$ cat src/rtl/bal46_pkg.sv
package bal46_pkg;
  localparam int unsigned NIB_W  = 4;
  localparam int unsigned WORD_W = 6;
  localparam int unsigned NUM_CW = 1 << NIB_W;
  localparam int unsigned ONES_PER_WORD = WORD_W / 2;

  function automatic logic [WORD_W-1:0] cw_of(input logic [NIB_W-1:0] nib);
    logic [WORD_W-1:0] w;
    case (nib)
      4'h0: w = 6'b010101;
      4'h1: w = 6'b000111;
      4'h2: w = 6'b010011;
      4'h3: w = 6'b010110;
      4'h4: w = 6'b001101;
      4'h5: w = 6'b001011;
      4'h6: w = 6'b001110;
      4'h7: w = 6'b011010;
      4'h8: w = 6'b100101;
      4'h9: w = 6'b110100;
      4'hA: w = 6'b100011;
      4'hB: w = 6'b110010;
      4'hC: w = 6'b101001;
      4'hD: w = 6'b101100;
      4'hE: w = 6'b111000;
      default: w = 6'b101010;
    endcase
    return w;
  endfunction
endpackage

$ cat src/rtl/bal46_enc.sv
module bal46_enc
  import bal46_pkg::*;
(
  input  logic              clk_i,
  input  logic              rst_ni,
  input  logic              valid_i,
  input  logic [NIB_W-1:0]  nib_i,
  output logic              valid_o,
  output logic [WORD_W-1:0] word_o
);
  logic              valid_q;
  logic [WORD_W-1:0] word_q;

  always_ff @(posedge clk_i or negedge rst_ni) begin
    if (!rst_ni) begin
      valid_q <= 1'b0;
      word_q  <= '0;
    end else begin
      valid_q <= valid_i;
      if (valid_i) word_q <= cw_of(nib_i);
    end
  end

  assign valid_o = valid_q;
  assign word_o  = word_q;

  AST_ENC_BALANCED: assert property (@(posedge clk_i) disable iff (!rst_ni)
    valid_o |-> ($countones(word_o) == ONES_PER_WORD));
  AST_ENC_LATENCY: assert property (@(posedge clk_i) disable iff (!rst_ni)
    valid_i |=> valid_o);
  AST_ENC_HOLD: assert property (@(posedge clk_i) disable iff (!rst_ni)
    !valid_i |=> (!valid_o && $stable(word_o)));
endmodule

$ cat src/rtl/bal46_corr.sv
module bal46_corr
  import bal46_pkg::*;
#(
  parameter int unsigned SAMP_W = 8,
  localparam int unsigned SCORE_W = SAMP_W + $clog2(WORD_W) + 1
) (
  input  logic                        clk_i,
  input  logic                        rst_ni,
  input  logic                        valid_i,
  input  logic [WORD_W*SAMP_W-1:0]    soft_i,
  output logic                        valid_o,
  output logic [NUM_CW*SCORE_W-1:0]   score_o,
  output logic [WORD_W-1:0]           hard_o
);
  logic signed [SCORE_W-1:0]   samp_ext [WORD_W];
  logic [NUM_CW*SCORE_W-1:0]   score_d, score_q;
  logic [WORD_W-1:0]           hard_d, hard_q;
  logic                        valid_q;

  for (genvar j = 0; j < WORD_W; j++) begin : g_samp
    assign samp_ext[j] = SCORE_W'($signed(soft_i[j*SAMP_W +: SAMP_W]));
    assign hard_d[j]   = ~soft_i[j*SAMP_W + SAMP_W - 1];
  end

  for (genvar k = 0; k < NUM_CW; k++) begin : g_cw
    localparam logic [WORD_W-1:0] CW = cw_of(NIB_W'(k));
    logic signed [SCORE_W-1:0] acc;
    always_comb begin
      acc = '0;
      for (int j = 0; j < WORD_W; j++) begin
        if (CW[j]) acc = acc + samp_ext[j];
        else       acc = acc - samp_ext[j];
      end
    end
    assign score_d[k*SCORE_W +: SCORE_W] = acc;
  end

  always_ff @(posedge clk_i or negedge rst_ni) begin
    if (!rst_ni) begin
      valid_q <= 1'b0;
      score_q <= '0;
      hard_q  <= '0;
    end else begin
      valid_q <= valid_i;
      if (valid_i) begin
        score_q <= score_d;
        hard_q  <= hard_d;
      end
    end
  end

  assign valid_o = valid_q;
  assign score_o = score_q;
  assign hard_o  = hard_q;

  AST_CORR_STAGE: assert property (@(posedge clk_i) disable iff (!rst_ni)
    valid_i |=> valid_o);
endmodule

$ cat src/rtl/bal46_pick.sv
module bal46_pick
  import bal46_pkg::*;
#(
  parameter int unsigned SAMP_W = 8,
  localparam int unsigned SCORE_W = SAMP_W + $clog2(WORD_W) + 1
) (
  input  logic                      clk_i,
  input  logic                      rst_ni,
  input  logic                      valid_i,
  input  logic [NUM_CW*SCORE_W-1:0] score_i,
  input  logic [WORD_W-1:0]         hard_i,
  output logic                      valid_o,
  output logic [NIB_W-1:0]          nib_o,
  output logic                      bad_o
);
  logic signed [SCORE_W-1:0] best;
  logic [NIB_W-1:0]          best_idx;
  logic                      bad_d;
  logic                      valid_q, bad_q;
  logic [NIB_W-1:0]          nib_q;

  // strict compare keeps the lower index on ties
  always_comb begin
    best     = $signed(score_i[0 +: SCORE_W]);
    best_idx = '0;
    for (int k = 1; k < NUM_CW; k++) begin
      if ($signed(score_i[k*SCORE_W +: SCORE_W]) > best) begin
        best     = $signed(score_i[k*SCORE_W +: SCORE_W]);
        best_idx = NIB_W'(k);
      end
    end
  end

  assign bad_d = ($countones(hard_i) != ONES_PER_WORD);

  always_ff @(posedge clk_i or negedge rst_ni) begin
    if (!rst_ni) begin
      valid_q <= 1'b0;
      nib_q   <= '0;
      bad_q   <= 1'b0;
    end else begin
      valid_q <= valid_i;
      if (valid_i) begin
        nib_q <= best_idx;
        bad_q <= bad_d;
      end
    end
  end

  assign valid_o = valid_q;
  assign nib_o   = nib_q;
  assign bad_o   = bad_q;

  AST_PICK_STAGE: assert property (@(posedge clk_i) disable iff (!rst_ni)
    valid_i |=> valid_o);
  AST_PICK_IDLE: assert property (@(posedge clk_i) disable iff (!rst_ni)
    !valid_i |=> (!valid_o && $stable(nib_o)));
endmodule

$ cat src/rtl/bal46_codec.sv
module bal46_codec
  import bal46_pkg::*;
#(
  parameter int unsigned SAMP_W = 8,
  localparam int unsigned SCORE_W = SAMP_W + $clog2(WORD_W) + 1
) (
  input  logic                     clk_i,
  input  logic                     rst_ni,
  input  logic                     enc_valid_i,
  input  logic [NIB_W-1:0]         enc_nib_i,
  output logic                     enc_valid_o,
  output logic [WORD_W-1:0]        enc_word_o,
  input  logic                     dec_valid_i,
  input  logic [WORD_W*SAMP_W-1:0] dec_soft_i,
  output logic                     dec_valid_o,
  output logic [NIB_W-1:0]         dec_nib_o,
  output logic                     dec_bad_o
);
  logic                      s1_valid;
  logic [NUM_CW*SCORE_W-1:0] s1_score;
  logic [WORD_W-1:0]         s1_hard;

  bal46_enc u_enc (
    .clk_i   (clk_i),
    .rst_ni  (rst_ni),
    .valid_i (enc_valid_i),
    .nib_i   (enc_nib_i),
    .valid_o (enc_valid_o),
    .word_o  (enc_word_o)
  );

  bal46_corr #(.SAMP_W(SAMP_W)) u_corr (
    .clk_i   (clk_i),
    .rst_ni  (rst_ni),
    .valid_i (dec_valid_i),
    .soft_i  (dec_soft_i),
    .valid_o (s1_valid),
    .score_o (s1_score),
    .hard_o  (s1_hard)
  );

  bal46_pick #(.SAMP_W(SAMP_W)) u_pick (
    .clk_i   (clk_i),
    .rst_ni  (rst_ni),
    .valid_i (s1_valid),
    .score_i (s1_score),
    .hard_i  (s1_hard),
    .valid_o (dec_valid_o),
    .nib_o   (dec_nib_o),
    .bad_o   (dec_bad_o)
  );

  AST_DEC_LATENCY: assert property (@(posedge clk_i) disable iff (!rst_ni)
    dec_valid_i |=> ##1 dec_valid_o);
  AST_DEC_GAP: assert property (@(posedge clk_i) disable iff (!rst_ni)
    !dec_valid_i |=> ##1 !dec_valid_o);
endmodule

$ cat config.mk
export PLATFORM = sky130hd
export DESIGN_NAME = bal46_codec
export DESIGN_NICKNAME = d
export VERILOG_FILES = /design/src/rtl/bal46_pkg.sv /design/src/rtl/bal46_enc.sv /design/src/rtl/bal46_corr.sv /design/src/rtl/bal46_pick.sv /design/src/rtl/bal46_codec.sv
export SDC_FILE = /design/constraint.sdc
export NUM_CORES = 2
export LEC_CHECK = 0
export BUFFER_PORTS_ARGS = -buffer_cell sky130_fd_sc_hd__buf_2
export CORE_MARGIN = 1
export CORE_UTILIZATION = 60
export DETAILED_ROUTE_END_ITERATION = 10
export PLACE_DENSITY = 0.81
export SLEW_MARGIN = 20
export SYNTH_ARGS = -nofsm -noshare
export SYNTH_HDL_FRONTEND = slang
export SYNTH_HIERARCHICAL = 1
export SYNTH_SLANG_ARGS = --single-unit
$ cat constraint.sdc
create_clock -name clk_i -period 30.5 [get_ports clk_i]
set_clock_uncertainty 0.2 [all_clocks]
set_input_delay 4.575 -clock clk_i [delete_from_list [all_inputs] [get_ports clk_i]]
set_output_delay 4.575 -clock clk_i [all_outputs]
set_load 0.05 [all_outputs]
Word-level counts from Yosys, hierarchy flattened
Memory sizes are Yosys's and may differ from the RTL's. A register that Yosys moved wholly into a read port is not among the register bits.
Index checks and enable logic that the tools add are counted.
Cells by class
  $add $sub $neg: 63
  order comparisons: 15
  eq/ne operators: 1
  muxes and demuxes: 29
  bitwise logic cells: 6
  reduce and logical (&&, ||, !) cells: 1
Operator list (number)
  $sub A12 B8 Y12: 25
  $add A12 B8 Y12: 24
  $gt A12 B12 Y1: 15
  $mux W12: 14
  $add A32 B32 Y32: 2
  $mux W4: 8
  $ne A32 B2 Y1 const B: 1
  $add A9 B8 Y10: 3
  $sub A9 B8 Y10: 3
  $mux W3: 4
  $add A8 B8 Y9: 1
  $sub A1 B8 Y9 const A: 1
  $sub A8 B8 Y9: 1
  $add A1 B1 Y2: 3
  $not A1 Y1: 6
  $mux W2: 2
  $logic_not A1 Y1: 1
  $mux W1: 1
Storage, ports and cells
  flip-flop bits (word level): 206
  bits in read-only memories: 96
  bits of input ports: 56
  output and inout port bits: 13
  memories kept: 1
Memories
  (name not given): words 16, bits a word 6, rd ports 1, clocked after memory_dff 1, wr ports 0, RTL line bal46_pkg.sv:9  | case (nib)

Depth between registers and ports, before layout
  depth in word-level cells: 30
  mapped depth: 198
  gate-level depth less buffers: 181

Hierarchy
Netlist, hierarchy kept.
Modules (own cells, without submodules)
  bal46_corr: times used 1, cells each 2723, area each 25578.3 sq um
  bal46_pick: times used 1, cells each 1223, area each 8461.9 sq um
  bal46_enc: times used 1, cells each 33, area each 344.1 sq um

Worst setup path before layout
OpenSTA, ideal clock, no wires.
  path kind: flip-flop to flip-flop
  from: register u_corr.score_q[23], in the netlist u_corr/score_o[23]
  to: register u_pick.nib_q[2], in the netlist u_pick/nib_o[2]
  setup time: 0.126 ns
  data arrival time: 32.160 ns
  data required time: 30.174 ns
  slack: -1.986 ns
  stages on the path, launching flop included: 191
  clock period less this slack: 32.486 ns
  cell sequence: dfrtp_1 > ha_1 > nand4_1 > or3_1 > and3_4 > a21oi_4 > buf_2 > buf_1 > a21oi_1 > ha_1 > and4_1 > and2_1 > o211ai_1 > mux2i_1 > a311o_1 > o21bai_2 > buf_6 > buf_4 > (+155 left out) > ha_1 > nor2b_1 > o21a_1 > o21a_1 > o21ai_0 > nand2b_1 > a21oi_1 > nor2b_1 > o21ai_0 > nand2b_1 > a21oi_1 > nor2b_1 > o21ai_0 > nand2_1 > a31oi_1 > and2_1 > nand2_1 > o32a_1
On the way
  word-level cells in the longest chain between the ends: 30
  elaborated cells on any way between the ends: 41
  those cells by class: order compare (15); mux (26)
RTL lines
  start: declaration: RTL line bal46_corr.sv:16  | logic [NUM_CW*SCORE_W-1:0] score_d, score_q;
  start signal: assignment: RTL line bal46_corr.sv:46  | score_q <= score_d;
  $gt A12 B12 Y1: RTL line bal46_pick.sv:27  | if ($signed(score_i[k*SCORE_W +: SCORE_W]) > best) begin
  $mux W12 *: RTL line bal46_pick.sv:27
  $gt A12 B12 Y1: RTL line bal46_pick.sv:27
  $mux W12 *: RTL line bal46_pick.sv:27
  $gt A12 B12 Y1: RTL line bal46_pick.sv:27
  $mux W12 *: RTL line bal46_pick.sv:27
  $gt A12 B12 Y1: RTL line bal46_pick.sv:27
  $mux W12: RTL line bal46_pick.sv:27
  (+14 left out)
  $gt A12 B12 Y1: RTL line bal46_pick.sv:27
  $mux W12: RTL line bal46_pick.sv:27
  $gt A12 B12 Y1: RTL line bal46_pick.sv:27
  $mux W12: RTL line bal46_pick.sv:27
  $gt A12 B12 Y1: RTL line bal46_pick.sv:27
  $mux W12: RTL line bal46_pick.sv:27
  $gt A12 B12 Y1: RTL line bal46_pick.sv:27
  $mux W4 *: RTL line bal46_pick.sv:27
  end signal: assignment: RTL line bal46_pick.sv:44  | nib_q <= best_idx;
  end: declaration: RTL line bal46_pick.sv:20  | logic [NIB_W-1:0] nib_q;
Every way passes the cells marked *; elsewhere a longest branch is shown, timed or not.
A chain may end at the register's enable or synchronous reset.

Worst setup path after layout
  from: register u_corr.score_q[10], in the netlist u_corr/score_o[10]
  to: register u_pick.nib_q[2], in the netlist u_pick/nib_o[2]
The elaborated chain is that of the path after synthesis.

==> out/results.ini <==
[worst_setup_path]
crit_end = u_pick/nib_o[2]$_DFFE_PN0P_
r2r_start = u_corr/score_o[10]$_DFFE_PN0P_
reg2reg_depth = 179
r2r-end = u_pick/nib_o[2]$_DFFE_PN0P_
critPathRequiredTime_ns = 30.77
max_stage_delay_ns = 0.60
crit_arrival_ns = 30.44
cp_max_fo = 21
cp-start-kind = flip-flop
cp_slowest_cell = or4b_4
startpoint = u_corr/score_o[10]$_DFFE_PN0P_
crit_type = flip-flop to flip-flop
r2r_setup_slack_ns = 0.33
critPathCaptureType = flip-flop
worst_path_most_repeated_cell = a21oi_2

[placed_design]
gp_congestion = 1.02
dp_hpwl_um = 90800
place_area_mm2 = 0.0360
placed_cells = 4795
numPortBuffers = 68

[global_routing]
antenna_found_initial = 5
grt_pass1_wl_um = 166000
grt_max_degree = 80
first_global_vias = 28900
grt-ovfl-total = 0
gr-usage-all-layers_pct = 37.6

[layout]
final_area_mm2 = 0.0390
drive_gt1_share_pct = 16.9
mostFrequentLayoutCells = 554 x inv_1, 451 x ha_1, 244 x a21oi_1, 241 x fa_1, 216 x nor2_1
syn_to_final_growth_pct = 13.3
fillers = 4421
nets = 4953
layout_commonest_cell = inv_1
final_cells = 4948

[clocking]
cts_tree = done
clk_latency_ns = 0.58
numCtsBuffers = 28
cts.sinks = 211
clk_pin_slew_worst_paths_ns = 0.06
postCtsHoldBufs = 0
htreeDepth = 1
clockBufferDepth = 3
root_buffer = clkbuf_16

[worst_hold_path]
hp-class = flip-flop to flip-flop

[sta]
period_needed_ns = 30.17
fmaxAchievable_mhz = 33.1
setup_violations = 0
hold_viol_final = 0
rsz0062_at_grt = yes
fin_crit_sh_pct = 98.9
final_max_slew_viol_count = 0
slew_headroom_pct = 18.6
fin_setup_tns_ns = 0
tightest_slew_ns = 1.22

[floorplanning]
chipHeight_um = 241
start_util_pct = 60.9
die_w_um = 241
dieArea_mm2 = 0.0583
rows = 87
core_area_mm2 = 0.0565
ios = 69

[yosys]
synth_seq_cells = 211
synth_cells = 3979
ys_warn_count = 6
synth_flop_cell = dfrtp_1
avgSynthCellArea_um2 = 8.64
syn_area_mm2 = 0.0344
yosysUniqueCellTypes = 116
seq_area_frac_synth_pct = 15.4
synth_top_cell_by_area = ha_1
synth_top_area_share_pct = 17.8
synth_area_leaders = ha_1 18%, dfrtp_1 15%, fa_1 14%
async_reset_ff_share_pct = 100
synth_edf_count = 0
syn_nets = 4765

[routing]
drc = 0
route.vias.total = 31196
dr.pass1.iters = 6
wl_per_cell_um = 23.0
wl_um = 114000
drt-initial-drc-count = 2800
viasPerCell = 6.30
ant_nets = 0

[outcome]
status = complete, no violations

[run]
maxCapViolCount = 0

==> cell usage after synthesis, drive strengths merged, types with 74 or more instances <==
| cell | number |
|---|---|
| nor3 | 84 |
| nand2 | 188 |
| xnor2 | 166 |
| a21o | 79 |
| mux2 | 133 |
| fa | 241 |
| nor2b | 83 |
| nor2 | 238 |
| ha | 489 |
| o21ai | 248 |
| o21a | 74 |
| dfrtp | 211 |
| inv | 576 |
| a21oi | 285 |
==> worst max-delay path, delay by kind of cell (launching register included) <==
| kind | cells | cell delay (ns) |
|---|---|---|
| fa+ha+maj | 17 | 4.88 |
| buf+inv | 22 | 2.95 |
| simple gates | 61 | 8.04 |
| flops | 1 | 0.39 |
| mux | 4 | 0.85 |
| compound gates | 75 | 12.65 |
==> through the flow <==
stage	util, %	worst slack, ns	hold WS [ns]
6_report	69.0	0.325	0.284
5_1_grt	68.9	-0.919	0.314
4_1_cts	65.8	0.0110	0.281
3_5_place_dp	63.7	-0.826	0.273
3_3_place_gp	63.7	0.0237	0.264
2_1_floorplan	-	0.0143	0.248
==> registers in the layout, indices dropped and copies added, names as in the netlist <==
register and cells:
u_enc/word_o 6, u_corr/score_o 191, u_pick/bad_o 1, u_pick/nib_o 4
u_enc/valid_o 1, u_corr/hard_o 6, u_corr/valid_o 1, u_pick/valid_o 1
==> timing repair <==
action                                  CTS  global route
endpoints found under the setup margin    4             4
buffers inserted                         11            80
gates resized for setup                  17           265
pin swaps                                 8           127
gates cloned                              3             5
==> cell families (layout without fill, tap and decap cells) <==
family | after synthesis | in the layout | synth area share (%)
AOI/OAI and AO/OA | 1050 | 1050 | 20.4
and+or+nand+nor | 912 | 918 | 13.4
adders and majority gates | 738 | 738 | 32.1
buffers and inverters | 672 | 876 | 7.57
xor gates and xnor gates | 233 | 233 | 5.93
DFF | 211 | 211 | 15.4
muxes | 163 | 163 | 5.26
other | 0 | 3 | 0
==> worst min path at each step <==
stage               slack [ns]                            start  cells past startpoint                         endpoint
global route              0.31  u_corr/score_o[186]$_DFFE_PN0P_                      1  u_corr/score_o[186]$_DFFE_PN0P_
global placement          0.26    u_corr/score_o[3]$_DFFE_PN0P_                      1    u_corr/score_o[3]$_DFFE_PN0P_
CTS                       0.28    u_corr/score_o[3]$_DFFE_PN0P_                      1    u_corr/score_o[3]$_DFFE_PN0P_
floorplan                 0.25   u_corr/score_o[30]$_DFFE_PN0P_                      1   u_corr/score_o[30]$_DFFE_PN0P_
finish                    0.28      u_enc/word_o[1]$_DFFE_PN0P_                      1      u_enc/word_o[1]$_DFFE_PN0P_
detailed placement        0.27      u_enc/word_o[1]$_DFFE_PN0P_                      1      u_enc/word_o[1]$_DFFE_PN0P_
==> cell type report <==
class | instances | area (um^2) | share of cell area [%]
clock inverters | 17 | 203 | 0.520
inverters | 576 | 2170 | 5.56
diodes | 3 | 7.51 | 0.0193
repair buffers | 248 | 1850 | 4.74
clock buffers | 35 | 767 | 1.97
flip-flops and latches | 211 | 5280 | 13.6
well taps | 756 | 946 | 2.43
multi-input cells | 3102 | 27700 | 71.2
==> metal layers <==
layer  global-route usage [%]  wire [um]
met4                     17.8       6330
met5                        0         41
met1                     51.0      47100
met2                     57.5      49700
met3                     7.55      10500
Power is not shown: default switching activity piles up to over one toggle a cycle in this logic, so the estimate is an artifact.
